$ cat src/rtl/uart_tx_pkg.sv
package uart_tx_pkg;

  typedef enum logic [2:0] {
    ST_IDLE,
    ST_START,
    ST_DATA,
    ST_PAR,
    ST_XBIT,
    ST_STOP
  } tx_state_e;

  typedef struct packed {
    logic [1:0] len;
    logic [1:0] ptype;
    logic       pen;
    logic       xen;
    logic       slong;
  } tx_cfg_t;

  localparam logic [1:0] PT_ODD   = 2'b00;
  localparam logic [1:0] PT_EVEN  = 2'b01;
  localparam logic [1:0] PT_MARK  = 2'b10;
  localparam logic [1:0] PT_SPACE = 2'b11;

  localparam tx_cfg_t CFG_RESET = '{len: 2'b11, ptype: 2'b00, pen: 1'b0,
                                    xen: 1'b0, slong: 1'b0};

endpackage

$ cat src/rtl/uart_tx_cfg_latch.sv
module uart_tx_cfg_latch
  import uart_tx_pkg::*;
#(
  parameter int DATA_W = 8
) (
  input  logic              clk,
  input  logic              rst,
  input  logic              load,
  input  tx_cfg_t           cfg_in,
  input  logic [DATA_W-1:0] data_in,
  input  logic              xbit_in,
  output tx_cfg_t           cfg_q,
  output logic [DATA_W-1:0] data_q,
  output logic              xbit_q,
  output logic              par_q
);

  localparam int MIN_BITS = DATA_W - 3;

  logic [DATA_W-1:0] len_mask;
  logic              weight_odd;
  logic              par_next;

  always_comb begin
    for (int i = 0; i < DATA_W; i++) begin
      len_mask[i] = (i < (MIN_BITS + int'(cfg_in.len)));
    end
    weight_odd = ^(data_in & len_mask);
    case (cfg_in.ptype)
      PT_ODD:   par_next = ~weight_odd;
      PT_EVEN:  par_next = weight_odd;
      PT_MARK:  par_next = 1'b1;
      default:  par_next = 1'b0;
    endcase
  end

  always_ff @(posedge clk) begin
    if (rst) begin
      cfg_q  <= CFG_RESET;
      data_q <= '0;
      xbit_q <= 1'b0;
      par_q  <= 1'b0;
    end else if (load) begin
      cfg_q  <= cfg_in;
      data_q <= data_in;
      xbit_q <= xbit_in;
      par_q  <= par_next;
    end
  end

endmodule

$ cat src/rtl/uart_tx_bit_timer.sv
module uart_tx_bit_timer #(
  parameter int OVS = 16,
  parameter int TW  = $clog2(2 * OVS + 1)
) (
  input  logic          clk,
  input  logic          rst,
  input  logic          run,
  input  logic          tick,
  input  logic [TW-1:0] target,
  output logic          bit_end
);

  logic [TW-1:0] cnt;

  assign bit_end = run && tick && (cnt == target - TW'(1));

  always_ff @(posedge clk) begin
    if (rst || !run) begin
      cnt <= '0;
    end else if (tick) begin
      if (bit_end) cnt <= '0;
      else         cnt <= cnt + TW'(1);
    end
  end

  AST_TICK_BOUND: assert property (@(posedge clk) disable iff (rst)
    run |-> (cnt < target));

endmodule

$ cat src/rtl/uart_tx_seq.sv
module uart_tx_seq
  import uart_tx_pkg::*;
#(
  parameter int DATA_W = 8,
  parameter int OVS    = 16,
  parameter int TW     = $clog2(2 * OVS + 1)
) (
  input  logic              clk,
  input  logic              rst,
  input  logic              wr_en,
  input  logic              bit_end,
  input  tx_cfg_t           cfg_q,
  input  logic [DATA_W-1:0] data_q,
  input  logic              xbit_q,
  input  logic              par_q,
  output logic              load,
  output logic              run,
  output logic [TW-1:0]     target,
  output logic              tx_line,
  output logic              busy,
  output logic              done
);

  localparam int          IW     = $clog2(DATA_W);
  localparam logic [TW-1:0] T_BIT  = TW'(OVS);
  localparam logic [TW-1:0] T_MID  = TW'(OVS + OVS / 2);
  localparam logic [TW-1:0] T_LONG = TW'(2 * OVS);

  tx_state_e       state;
  logic [IW-1:0]   idx;
  logic [IW-1:0]   last_idx;
  logic [TW-1:0]   stop_t;

  assign load     = wr_en && (state == ST_IDLE);
  assign run      = (state != ST_IDLE);
  assign last_idx = IW'(DATA_W - 4) + IW'(cfg_q.len);

  always_comb begin
    if (!cfg_q.slong)          stop_t = T_BIT;
    else if (cfg_q.len == 2'b00) stop_t = T_MID;
    else                       stop_t = T_LONG;
    target = (state == ST_STOP) ? stop_t : T_BIT;
  end

  always_ff @(posedge clk) begin
    if (rst) begin
      state   <= ST_IDLE;
      idx     <= '0;
      tx_line <= 1'b1;
      busy    <= 1'b0;
      done    <= 1'b0;
    end else begin
      done <= 1'b0;
      case (state)
        ST_IDLE: begin
          if (load) begin
            state   <= ST_START;
            tx_line <= 1'b0;
            busy    <= 1'b1;
          end
        end
        ST_START: begin
          if (bit_end) begin
            state   <= ST_DATA;
            idx     <= '0;
            tx_line <= data_q[0];
          end
        end
        ST_DATA: begin
          if (bit_end) begin
            if (idx != last_idx) begin
              idx     <= idx + IW'(1);
              tx_line <= data_q[idx + IW'(1)];
            end else if (cfg_q.pen) begin
              state   <= ST_PAR;
              tx_line <= par_q;
            end else if (cfg_q.xen) begin
              state   <= ST_XBIT;
              tx_line <= xbit_q;
            end else begin
              state   <= ST_STOP;
              tx_line <= 1'b1;
            end
          end
        end
        ST_PAR: begin
          if (bit_end) begin
            if (cfg_q.xen) begin
              state   <= ST_XBIT;
              tx_line <= xbit_q;
            end else begin
              state   <= ST_STOP;
              tx_line <= 1'b1;
            end
          end
        end
        ST_XBIT: begin
          if (bit_end) begin
            state   <= ST_STOP;
            tx_line <= 1'b1;
          end
        end
        ST_STOP: begin
          if (bit_end) begin
            state <= ST_IDLE;
            busy  <= 1'b0;
            done  <= 1'b1;
          end
        end
        default: begin
          state   <= ST_IDLE;
          tx_line <= 1'b1;
          busy    <= 1'b0;
        end
      endcase
    end
  end

  AST_IDLE_HIGH: assert property (@(posedge clk) disable iff (rst)
    !busy |-> tx_line);

  AST_START_LOW: assert property (@(posedge clk) disable iff (rst)
    $rose(busy) |-> !tx_line);

  AST_DONE_PULSE: assert property (@(posedge clk) disable iff (rst)
    done |=> !done);

  AST_DONE_IDLE: assert property (@(posedge clk) disable iff (rst)
    done |-> (!busy && tx_line));

endmodule

$ cat src/rtl/uart_frame_tx.sv
module uart_frame_tx
  import uart_tx_pkg::*;
#(
  parameter int DATA_W = 8,
  parameter int OVS    = 16
) (
  input  logic              clk,
  input  logic              rst,
  input  logic              tick16,
  input  logic              wr_en,
  input  logic [DATA_W-1:0] wr_data,
  input  logic [1:0]        mode_len,
  input  logic [1:0]        mode_par_type,
  input  logic              mode_par_en,
  input  logic              mode_xbit_en,
  input  logic              mode_stop_long,
  input  logic              xbit_in,
  output logic              tx_line,
  output logic              busy,
  output logic              done
);

  localparam int TW = $clog2(2 * OVS + 1);

  tx_cfg_t           cfg_in;
  tx_cfg_t           cfg_q;
  logic [DATA_W-1:0] data_q;
  logic              xbit_q;
  logic              par_q;
  logic              load;
  logic              run;
  logic              bit_end;
  logic [TW-1:0]     target;

  assign cfg_in = '{len: mode_len, ptype: mode_par_type, pen: mode_par_en,
                    xen: mode_xbit_en, slong: mode_stop_long};

  uart_tx_cfg_latch #(.DATA_W(DATA_W)) u_cfg (
    .clk     (clk),
    .rst     (rst),
    .load    (load),
    .cfg_in  (cfg_in),
    .data_in (wr_data),
    .xbit_in (xbit_in),
    .cfg_q   (cfg_q),
    .data_q  (data_q),
    .xbit_q  (xbit_q),
    .par_q   (par_q)
  );

  uart_tx_bit_timer #(.OVS(OVS), .TW(TW)) u_timer (
    .clk     (clk),
    .rst     (rst),
    .run     (run),
    .tick    (tick16),
    .target  (target),
    .bit_end (bit_end)
  );

  uart_tx_seq #(.DATA_W(DATA_W), .OVS(OVS), .TW(TW)) u_seq (
    .clk     (clk),
    .rst     (rst),
    .wr_en   (wr_en),
    .bit_end (bit_end),
    .cfg_q   (cfg_q),
    .data_q  (data_q),
    .xbit_q  (xbit_q),
    .par_q   (par_q),
    .load    (load),
    .run     (run),
    .target  (target),
    .tx_line (tx_line),
    .busy    (busy),
    .done    (done)
  );

  AST_CFG_FROZEN: assert property (@(posedge clk) disable iff (rst)
    (busy && $past(busy)) |-> ($stable(cfg_q) && $stable(data_q)));

  AST_BUSY_AFTER_WRITE: assert property (@(posedge clk) disable iff (rst)
    (wr_en && !busy) |=> busy);

endmodule

$ cat config.mk
export PLATFORM = sky130hd
export DESIGN_NAME = uart_frame_tx
export DESIGN_NICKNAME = d
export VERILOG_FILES = /design/src/rtl/uart_tx_pkg.sv /design/src/rtl/uart_tx_cfg_latch.sv /design/src/rtl/uart_tx_bit_timer.sv /design/src/rtl/uart_tx_seq.sv /design/src/rtl/uart_frame_tx.sv
export SDC_FILE = /design/constraint.sdc
export NUM_CORES = 1
export LEC_CHECK = 0
export BUFFER_PORTS_ARGS = -buffer_cell sky130_fd_sc_hd__buf_2
export CAP_MARGIN = 25
export CORE_MARGIN = 1
export CORE_UTILIZATION = 57
export CTS_CLUSTER_DIAMETER = 200
export DETAILED_ROUTE_END_ITERATION = 7
export MAX_ROUTING_LAYER = met4
export PLACE_DENSITY = 0.75
export SYNTH_ARGS = -nofsm -noshare
export SYNTH_HDL_FRONTEND = slang
export SYNTH_SLANG_ARGS = --single-unit
$ cat constraint.sdc
create_clock -name clk -period 2.4 [get_ports clk]
set_input_delay 0.6 -clock clk [delete_from_list [all_inputs] [get_ports clk]]
set_output_delay 0.6 -clock clk [all_outputs]
set_load 0.01 [all_outputs]
Word-level counts from Yosys, hierarchy flattened
Cells that the tools add are included.
{ "word_totals": {"out_inout_bits": 3, "in_bits": 20, "ff_bits": 30} }
{ "op_classes": {"n_eq_ne": 17, "bitwise_logic": 4, "mux": 33, "add_sub_neg": 5, "reduce_logical": 17, "order_cmp": 9} }
{ "op_table": {"columns": ["op", "n"], "rows": [
  ["less-than comparator 4 x 32 -> 1 bit (first input constant)", 4],
  ["less-than comparator 3 x 32 -> 1 bit (first input constant)", 2],
  ["less-than comparator 2 x 32 -> 1 bit (first input constant)", 1],
  ["2-to-1 mux 3 bit", 10],
  ["2-to-1 mux 6 bit", 4],
  ["case mux 3 bit (6 select lines)", 1],
  ["!= test 2 bit (second input constant)", 7],
  ["2-to-1 mux 1 bit", 13],
  ["bitwise AND 8 bit", 1],
  ["XOR reduction 8 bit", 1],
  ["AND reduction 7 bit", 1],
  ["adder 6 x 1 -> 6 bit (second input constant)", 1],
  ["equality test 3 x 2 -> 1 bit (second input constant)", 2],
  ["equality test 3 bit (second input constant)", 2],
  ["equality test 6 bit", 1],
  ["case mux 1 bit (3 select lines)", 2],
  ["case mux 1 bit (6 select lines)", 1],
  ["case mux 3 bit (2 select lines)", 1],
  ["AND reduction 6 bit", 1],
  ["subtractor 6 x 1 -> 6 bit (second input constant)", 1],
  ["adder 3 x 2 -> 4 bit (first input constant)", 1],
  ["zero test 2 bit", 2],
  ["less-than comparator 1 x 4 -> 1 bit (first input constant)", 1],
  ["less-than comparator 3 x 4 -> 1 bit (second input constant)", 1],
  ["19 further kinds", 23]
]} }

Longest topological paths before layout
Gate-level depths: netlist (run 1).
{ "depth": {"ltp_word": 9, "ltp_mapped": 10} }

Hierarchy
From an unflattened synthesis (run 1), not the netlist that was laid out.
{ "unflattened": {"cells_unflattened": 205, "area_unflattened_um2": 1838.0} }
{ "modules_own_cells": {"columns": ["module", "area_each_um2", "instances", "seq_area_each_um2", "cells_each"], "rows": [
  ["uart_tx_cfg_latch", 704.4, 1, 340.3, 68],
  ["uart_tx_seq", 694.4, 1, 180.2, 86],
  ["uart_tx_bit_timer", 439.2, 1, 120.1, 51]
]} }

Least setup slack after synthesis (run 1)
No wires, ideal clock.
{ "synth_path": {"path_type": "reg-to-reg", "from": "register u_seq.state[0]", "to": "register u_seq.idx[1]", "slack_ps": 370, "period_less_slack_ps": 2030, "path_stages_with_launch": 10, "t_required_ps": 2330, "arrival_ps": 1960, "cell_sequence": "dfxtp_1 buf_6 nand4b_4 nor3_1 ha_1 xor2_1 nor3_2 o21ai_2 or4_1 a21oi_1"} }
{ "synth_via": {"elab_chain_len": 7, "elab_cells_between_ends": 15} }
{ "synth_lines": {"columns": ["element", "line_no", "text"], "rows": [
  ["start: declaration", "uart_tx_seq.sv:29", "tx_state_e state;"],
  ["start signal: assignment", "uart_tx_seq.sv:47", "state <= ST_IDLE;"],
  ["start signal: assignment", "uart_tx_seq.sv:57", "state <= ST_START;"],
  ["start signal: assignment", "uart_tx_seq.sv:64", "state <= ST_DATA;"],
  ["equality test 3 bit", "uart_tx_seq.sv:42", "target = (state == ST_STOP) ? stop_t : T_BIT;"],
  ["2-to-1 mux 6 bit", "uart_tx_seq.sv:42", null],
  ["subtractor 6 x 1 -> 6 bit", "uart_tx_bit_timer.sv:15", "assign bit_end = run && tick && (cnt == target - TW'(1));"],
  ["equality test 6 bit", "uart_tx_bit_timer.sv:15", null],
  ["logical AND 1 bit", "uart_tx_bit_timer.sv:15", null],
  ["!= test 2 bit (no line)", null, null],
  ["AND reduction 4 bit (no line)", null, null],
  ["end signal: assignment", "uart_tx_seq.sv:72", "idx <= idx + IW'(1);"],
  ["end: declaration", "uart_tx_seq.sv:30", "logic [IW-1:0] idx;"]
]} }
Several ways; a longest one is shown, not always the timed one.
A chain may end at the register's enable or synchronous reset.

Final worst setup path (run 1)
{ "layout_path": {"from": "register u_cfg.cfg_q[0] (netlist name)", "to": "register u_seq.idx[1]"} }
{ "layout_via": {"elab_chain_len": 7, "elab_cells_between_ends": 8} }
{ "layout_lines": {"columns": ["element", "line_no", "text"], "rows": [
  ["2-to-1 mux 6 bit *", "uart_tx_seq.sv:39", "if (!cfg_q.slong) stop_t = T_BIT;"],
  ["2-to-1 mux 6 bit *", "uart_tx_seq.sv:42", null],
  ["subtractor 6 x 1 -> 6 bit *", "uart_tx_bit_timer.sv:15", null],
  ["equality test 6 bit *", "uart_tx_bit_timer.sv:15", null],
  ["logical AND 1 bit *", "uart_tx_bit_timer.sv:15", null],
  ["!= test 2 bit (no line)", null, null],
  ["AND reduction 4 bit (no line) *", null, null]
]} }
Mark *: on every way between the ends. The rest lies on a longest branch, timed or not.

==> flow_summary.json, run 1 <==
{
  "status": "completed",
  "power_uw": 1170,
  "synth_ff_type": "dfxtp_1",
  "netlist_area_um2": 1750,
  "hold_buffers": 0,
  "path_clk_slew_ns": 0.10,
  "place_hpwl_mm": 2.66,
  "rows": 19,
  "avgViaCountPerCell": 5.86,
  "seq_area_frac_synth_pct": 34.3,
  "grt_pass1_wl_mm": 6.11,
  "fp.dieW_um": 57.4,
  "hold-path-cell-count": 2,
  "grt_antenna_before_repair": 0,
  "p_leak_uw": 0.000806,
  "dp_cells": 260,
  "finalCritPeriodShare_pct": 92.1,
  "worst_pin_slew_ns": 0.542,
  "slew_headroom_pct": 63.8,
  "synth_edf_count": 0,
  "first_global_vias": 1432,
  "core_um2": 2830,
  "layout_commonest_cell": "nand2_1",
  "ys_ff_latch": 30,
  "min_period_ns": 2.21,
  "tns_ns": 0,
  "whs_ns": 0.461,
  "cp-start-kind": "flop",
  "cts_tree": "yes",
  "mostFrequentLayoutCells": "41 x nand2_1, 30 x dfxtp_1, 22 x nor2_1, 22 x buf_2, 18 x a21oi_1",
  "drt_iter0_drc": 52,
  "r2r.worst_path.cells": 8,
  "reg2reg_slack_ns": 0.19,
  "clockBufferDepth": 2,
  "antennaDiodeCount": 0,
  "drc": 0,
  "fmax_ghz": 0.452,
  "cts_root_buf": "clkbuf_4",
  "clock-sinks": 30,
  "synth_warnings": 0,
  "die_h_um": 57.4,
  "clk_latency_ns": 0.32,
  "antenna_left": 0,
  "final_util_pct": 70.0,
  "syn_avg_cell_area_um2": 8.10,
  "grtUsageTotal_pct": 24.7,
  "htreeDepth": 2,
  "synthArstFlopShare_pct": 0,
  "grt_overflow": 0,
  "port_buffers": 22,
  "rsz0062_at_grt": "no",
  "setup_viol_count_final": 0,
  "vdd.ir_drop.worst_v": 0.000390,
  "die-area_um2": 3290,
  "synth_cells": 216,
  "cts_made_buffers": 5,
  "vias": 1599,
  "initial_core_util_pct": 61.8,
  "wl_per_cell_um": 13.7,
  "globalplace.congestion": 0.822,
  "critPathMaxFanout": 12,
  "drive_gt1_share_pct": 20.7,
  "syn_nets": 239,
  "fin_skew_ns": 0.00516,
  "io_pins": 23,
  "fin_nets": 264,
  "end_kind": "flop",
  "detail_route.first_pass.iterations": 4,
  "grt_max_degree": 30,
  "hold_end": "u_cfg.xbit_q",
  "r2r-start": "u_cfg.cfg_q[0]",
  "cp.required_ns": 2.66,
  "maxSlewViolCount": 0,
  "hold_viol_final": 0,
  "stdcell_count": 273,
  "worstPathArrival_ns": 2.47,
  "areaGrowthSynthToFinish_pct": 13.2,
  "worstHoldPathType": "reg -> reg",
  "worstHoldStart": "u_cfg.xbit_q",
  "reg2reg_to": "u_seq.idx[1]",
  "worstSetupPathType": "reg -> reg",
  "maxCapViolCount": 0,
  "yosysUniqueCellTypes": 47,
  "powerDensity_nw_per_um2": 590,
  "wl_mm": 3.75
}
sequential cells by signal, summed over array words and instances (netlist names):
signal         flops
u_seq.busy         1
u_timer.cnt        6
u_seq.state        3
u_seq.done         1
u_cfg.xbit_q       1
u_seq.tx_line      1
u_cfg.par_q        1
u_cfg.cfg_q        5
u_cfg.data_q       8
u_seq.idx          3
cells by family (layout without fill, tap and decap cells):
group,after synthesis,after routing,synth area share [%]
adders and majority gates,3,3,2.15
muxes,4,4,2.29
xor gates and xnor gates,16,16,8.80
DFF,30,30,34.3
and+or+nand+nor,97,97,27.5
AOI/OAI and AO/OA,49,49,20.0
buffers and inverters,17,43,4.94
worst max-delay path by stage:
stage,slack [ns],cells past startpoint,to,from
6_report,0.19,8,u_seq.idx[1],u_cfg.cfg_q[0]
5_1_grt,0.003,8,u_seq.idx[0],u_cfg.cfg_q[0]
4_1_cts,0.15,8,u_seq.idx[1],u_cfg.cfg_q[0]
3_5_place_dp,0.16,8,u_seq.idx[1],u_cfg.cfg_q[0]
3_3_place_gp,0.28,8,u_seq.idx[1],u_seq.state[0]
2_1_floorplan,0.37,9,u_seq.idx[1],u_seq.state[0]
what timing repair did:
| action | in CTS | in global routing |
|---|---|---|
| setup buffers | 0 | 5 |
| resized for setup | 0 | 1 |
| setup endpoints to repair | 0 | 4 |
where the power goes:
group | leakage (uW) | internal, uW | switching [uW]
Combinational | 0.000516 | 101 | 140
Clock | 0.0000446 | 200 | 170
Sequential | 0.000245 | 530 | 26.6
Total | 0.000806 | 832 | 336
Yosys cell counts, types with 2 or more instances:
library cell,n,area [um2]
nand2_1,41,154
o21ai_1,2,10.0
nor3_1,6,30.0
buf_6,2,22.5
clkbuf_1,7,26.3
nand2b_1,2,12.5
nand3_1,2,10.0
o21ai_0,7,35.0
mux2i_1,4,40.0
a21oi_1,18,90.1
dfxtp_1,30,601
nor2b_1,6,37.5
nand4_1,2,12.5
or4_1,3,22.5
ha_1,3,37.5
nor2_1,22,82.6
inv_1,3,11.3
o31ai_1,2,15.0
xor2_1,7,61.3
buf_2,3,15.0
xnor2_1,8,70.1
nand3b_1,6,45.0
a31oi_1,4,25.0
a2111oi_0,2,17.5
and3_1,2,12.5
per-stage QoR:
stage | instance area, um2 | setup WS [ns]
2_1_floorplan | 1750 | 0.370
3_3_place_gp | 1860 | 0.280
3_5_place_dp | 1860 | 0.164
4_1_cts | 1940 | 0.146
5_1_grt | 1980 | 0.00338
6_report | 1980 | 0.189
cell type report:
cell class | instances | area (um2)
Fill cell | 229 | 848
Sequential cell | 30 | 601
Multi-Input combinational cell | 169 | 1070
Inverter | 4 | 15.0
Timing Repair Buffer | 31 | 178
Tap cell | 31 | 38.8
Clock buffer | 8 | 78.8
critical path: stages, from the launching register on:
cell and delay [ns]:
dfxtp_1 0.41, nand4b_4 0.15, nor3_1 0.16, ha_1 0.27, xor2_1 0.16, nor3_2 0.18
o21ai_4 0.15, or4_1 0.52, a21oi_1 0.15
per-layer routing:
| metal | vias up | global-route usage, % | routed length (um) |
|---|---|---|---|
| li1 | 806 | - | - |
| met1 | 754 | 28.9 | 1680 |
| met2 | 35 | 42.2 | 1930 |
| met3 | 4 | 4.76 | 103 |
| met4 | 0 | 8.36 | 47 |
| met5 | - | - | 0 |
Note: power is estimated with default switching activity, not from simulation.
==> run 2, diff against run 1 <==
- CAP_MARGIN: 25 -> 10
- PLACE_DENSITY: 0.75 -> 0.77
==> flow_summary.json, run 2 (synthesis results as in run 1) <==
{
  "status": "finished, violations left",
  "violations": "design-rule violations",
  "layout_commonest_cell": "nand2_1",
  "grtUsageTotal_pct": 26.0,
  "first_global_vias": 1493,
  "maxCapViolCount": 0,
  "place_hpwl_mm": 2.78,
  "port_buffers": 22,
  "p_int_uw": 773,
  "p_comb_share_pct": 21.8,
  "fp.dieW_um": 57.4,
  "clockBufferDepth": 2,
  "drt_iter0_drc": 56,
  "worstSetupPathType": "reg -> reg",
  "grt_pass1_wl_mm": 6.27,
  "vias": 1579,
  "initial_core_util_pct": 61.8,
  "cp.required_ns": 2.66,
  "hold_viol_final": 0,
  "slew_headroom_pct": 55.6,
  "wl_mm": 3.81,
  "clk_latency_ns": 0.33,
  "whs_ns": 0.455,
  "worst_pin_slew_ns": 0.666,
  "mostFrequentLayoutCells": "41 x nand2_1, 30 x dfxtp_1, 22 x nor2_1, 22 x buf_2, 18 x a21oi_1",
  "cts_made_buffers": 5,
  "maxSlewViolCount": 0,
  "fmax_ghz": 0.442,
  "reg2reg_slack_ns": 0.14,
  "fillers": 253,
  "clockPowerShare_pct": 28.1,
  "switchingPower_uw": 336,
  "die_h_um": 57.4,
  "io_pins": 23,
  "wl_per_cell_um": 14.2,
  "rows": 19,
  "htreeDepth": 2,
  "critPathMaxFanout": 16,
  "setup_viol_count_final": 0,
  "die-area_um2": 3290,
  "rsz0062_at_grt": "no",
  "worstPathArrival_ns": 2.52,
  "finalCritPeriodShare_pct": 94.2,
  "grt_antenna_before_repair": 0,
  "core_um2": 2830,
  "end_kind": "flop",
  "top_regs": "u_cfg.data_q x8, u_timer.cnt x6, u_cfg.cfg_q x5",
  "r2r-start": "u_cfg.cfg_q[6]",
  "reg2reg_to": "u_seq.idx[0]",
  "grt_overflow": 0,
  "largest_register_ffs": 8,
  "pwr-share-seq_pct": 50.1,
  "p_sw_share_pct": 30.3,
  "drc": 1,
  "cp-start-kind": "flop",
  "grt_max_degree": 30,
  "top_register": "u_cfg.data_q",
  "tns_ns": 0,
  "hold_end": "u_cfg.data_q[1]",
  "r2r.worst_path.cells": 8,
  "drive_gt1_share_pct": 18.6,
  "fin_nets": 259,
  "worstHoldStart": "u_cfg.data_q[1]",
  "p_leak_uw": 0.000776,
  "post_cts_resized": 0,
  "cts_root_buf": "clkbuf_4",
  "vdd.ir_drop.worst_v": 0.000358,
  "hold_buffers": 0,
  "detail_route.first_pass.iterations": 8,
  "antennaDiodeCount": 0,
  "min_period_ns": 2.26,
  "cts_tree": "yes",
  "avgViaCountPerCell": 5.89,
  "areaGrowthSynthToFinish_pct": 9.59,
  "post_cts_buffers": 0,
  "worstHoldPathType": "reg -> reg",
  "hold-path-cell-count": 2,
  "globalplace.congestion": 0.865,
  "clock-sinks": 30,
  "fin_skew_ns": 0.0145,
  "path_clk_slew_ns": 0.10,
  "powerDensity_nw_per_um2": 579,
  "antenna_left": 0
}
==> run 2: changes by cell type in the layout (fill, tap and decap cells not counted), sizes merged <==
| cell | delta |
|---|---|
| clkbuf | -1 |
| clkinv | +1 |
| buf | -5 |
==> run 2: metal layers <==
metal / global-route usage, % / vias up / share of wire (%)
met5: - / - / 0
met4: 10.5 / 0 / 2.7
met3: 7.03 / 13 / 5.0
met2: 45.3 / 52 / 50
met1: 27.6 / 719 / 42
li1: - / 795 / -
==> run 2: cell type report <==
class	count	area, um2	area share [%]
timing repair buffer	26	140	7.31
clock inverter	1	5.00	0.261
inverter	4	15.0	0.783
sequential	30	601	31.3
clock buffer	7	55.1	2.87
multi-input combinational	169	1060	55.4
tap	31	38.8	2.02
==> run 2: power by group through the flow <==
stage / Clock [uW] / Sequential (uW) / Combinational (uW)
2_1_floorplan: 0 / 563 / 178
3_3_place_gp: 0 / 565 / 231
3_5_place_dp: 0 / 567 / 241
4_1_cts: 319 / 556 / 243
5_1_grt: 337 / 560 / 270
6_report: 312 / 556 / 242
==> run 2: how the worst max path moves through the flow <==
stage,start,depth (start not counted),end,slack (ns)
detailed placement,u_seq.state[0],8,u_seq.idx[0],0.18
global placement,u_seq.state[0],8,u_seq.idx[1],0.28
CTS,u_cfg.cfg_q[5],8,u_seq.idx[2],0.16
floorplan,u_seq.state[0],9,u_seq.idx[1],0.37
finish,u_cfg.cfg_q[6],8,u_seq.idx[0],0.14
global route,u_cfg.cfg_q[6],8,u_seq.idx[0],0.04
==> run 2: critical path: stages (launching register included) <==
cell	delay [ns]
dfxtp_1	0.48
nor2_1	0.11
nor2_1	0.13
ha_1	0.25
xor2_1	0.15
nor3_2	0.13
o21ai_2	0.22
or4_1	0.56
a21oi_1	0.16
==> run 2: through the flow <==
step	power, uW	std cells	cell area (um2)	utilization (%)	setup WS [ns]
3_3_place_gp	796	260	1860	65.6	0.284
3_5_place_dp	808	260	1860	65.6	0.175
6_report	1110	268	1920	67.8	0.139
2_1_floorplan	742	216	1750	-	0.370
5_1_grt	1170	268	1920	67.8	0.0365
4_1_cts	1120	268	1920	67.8	0.160
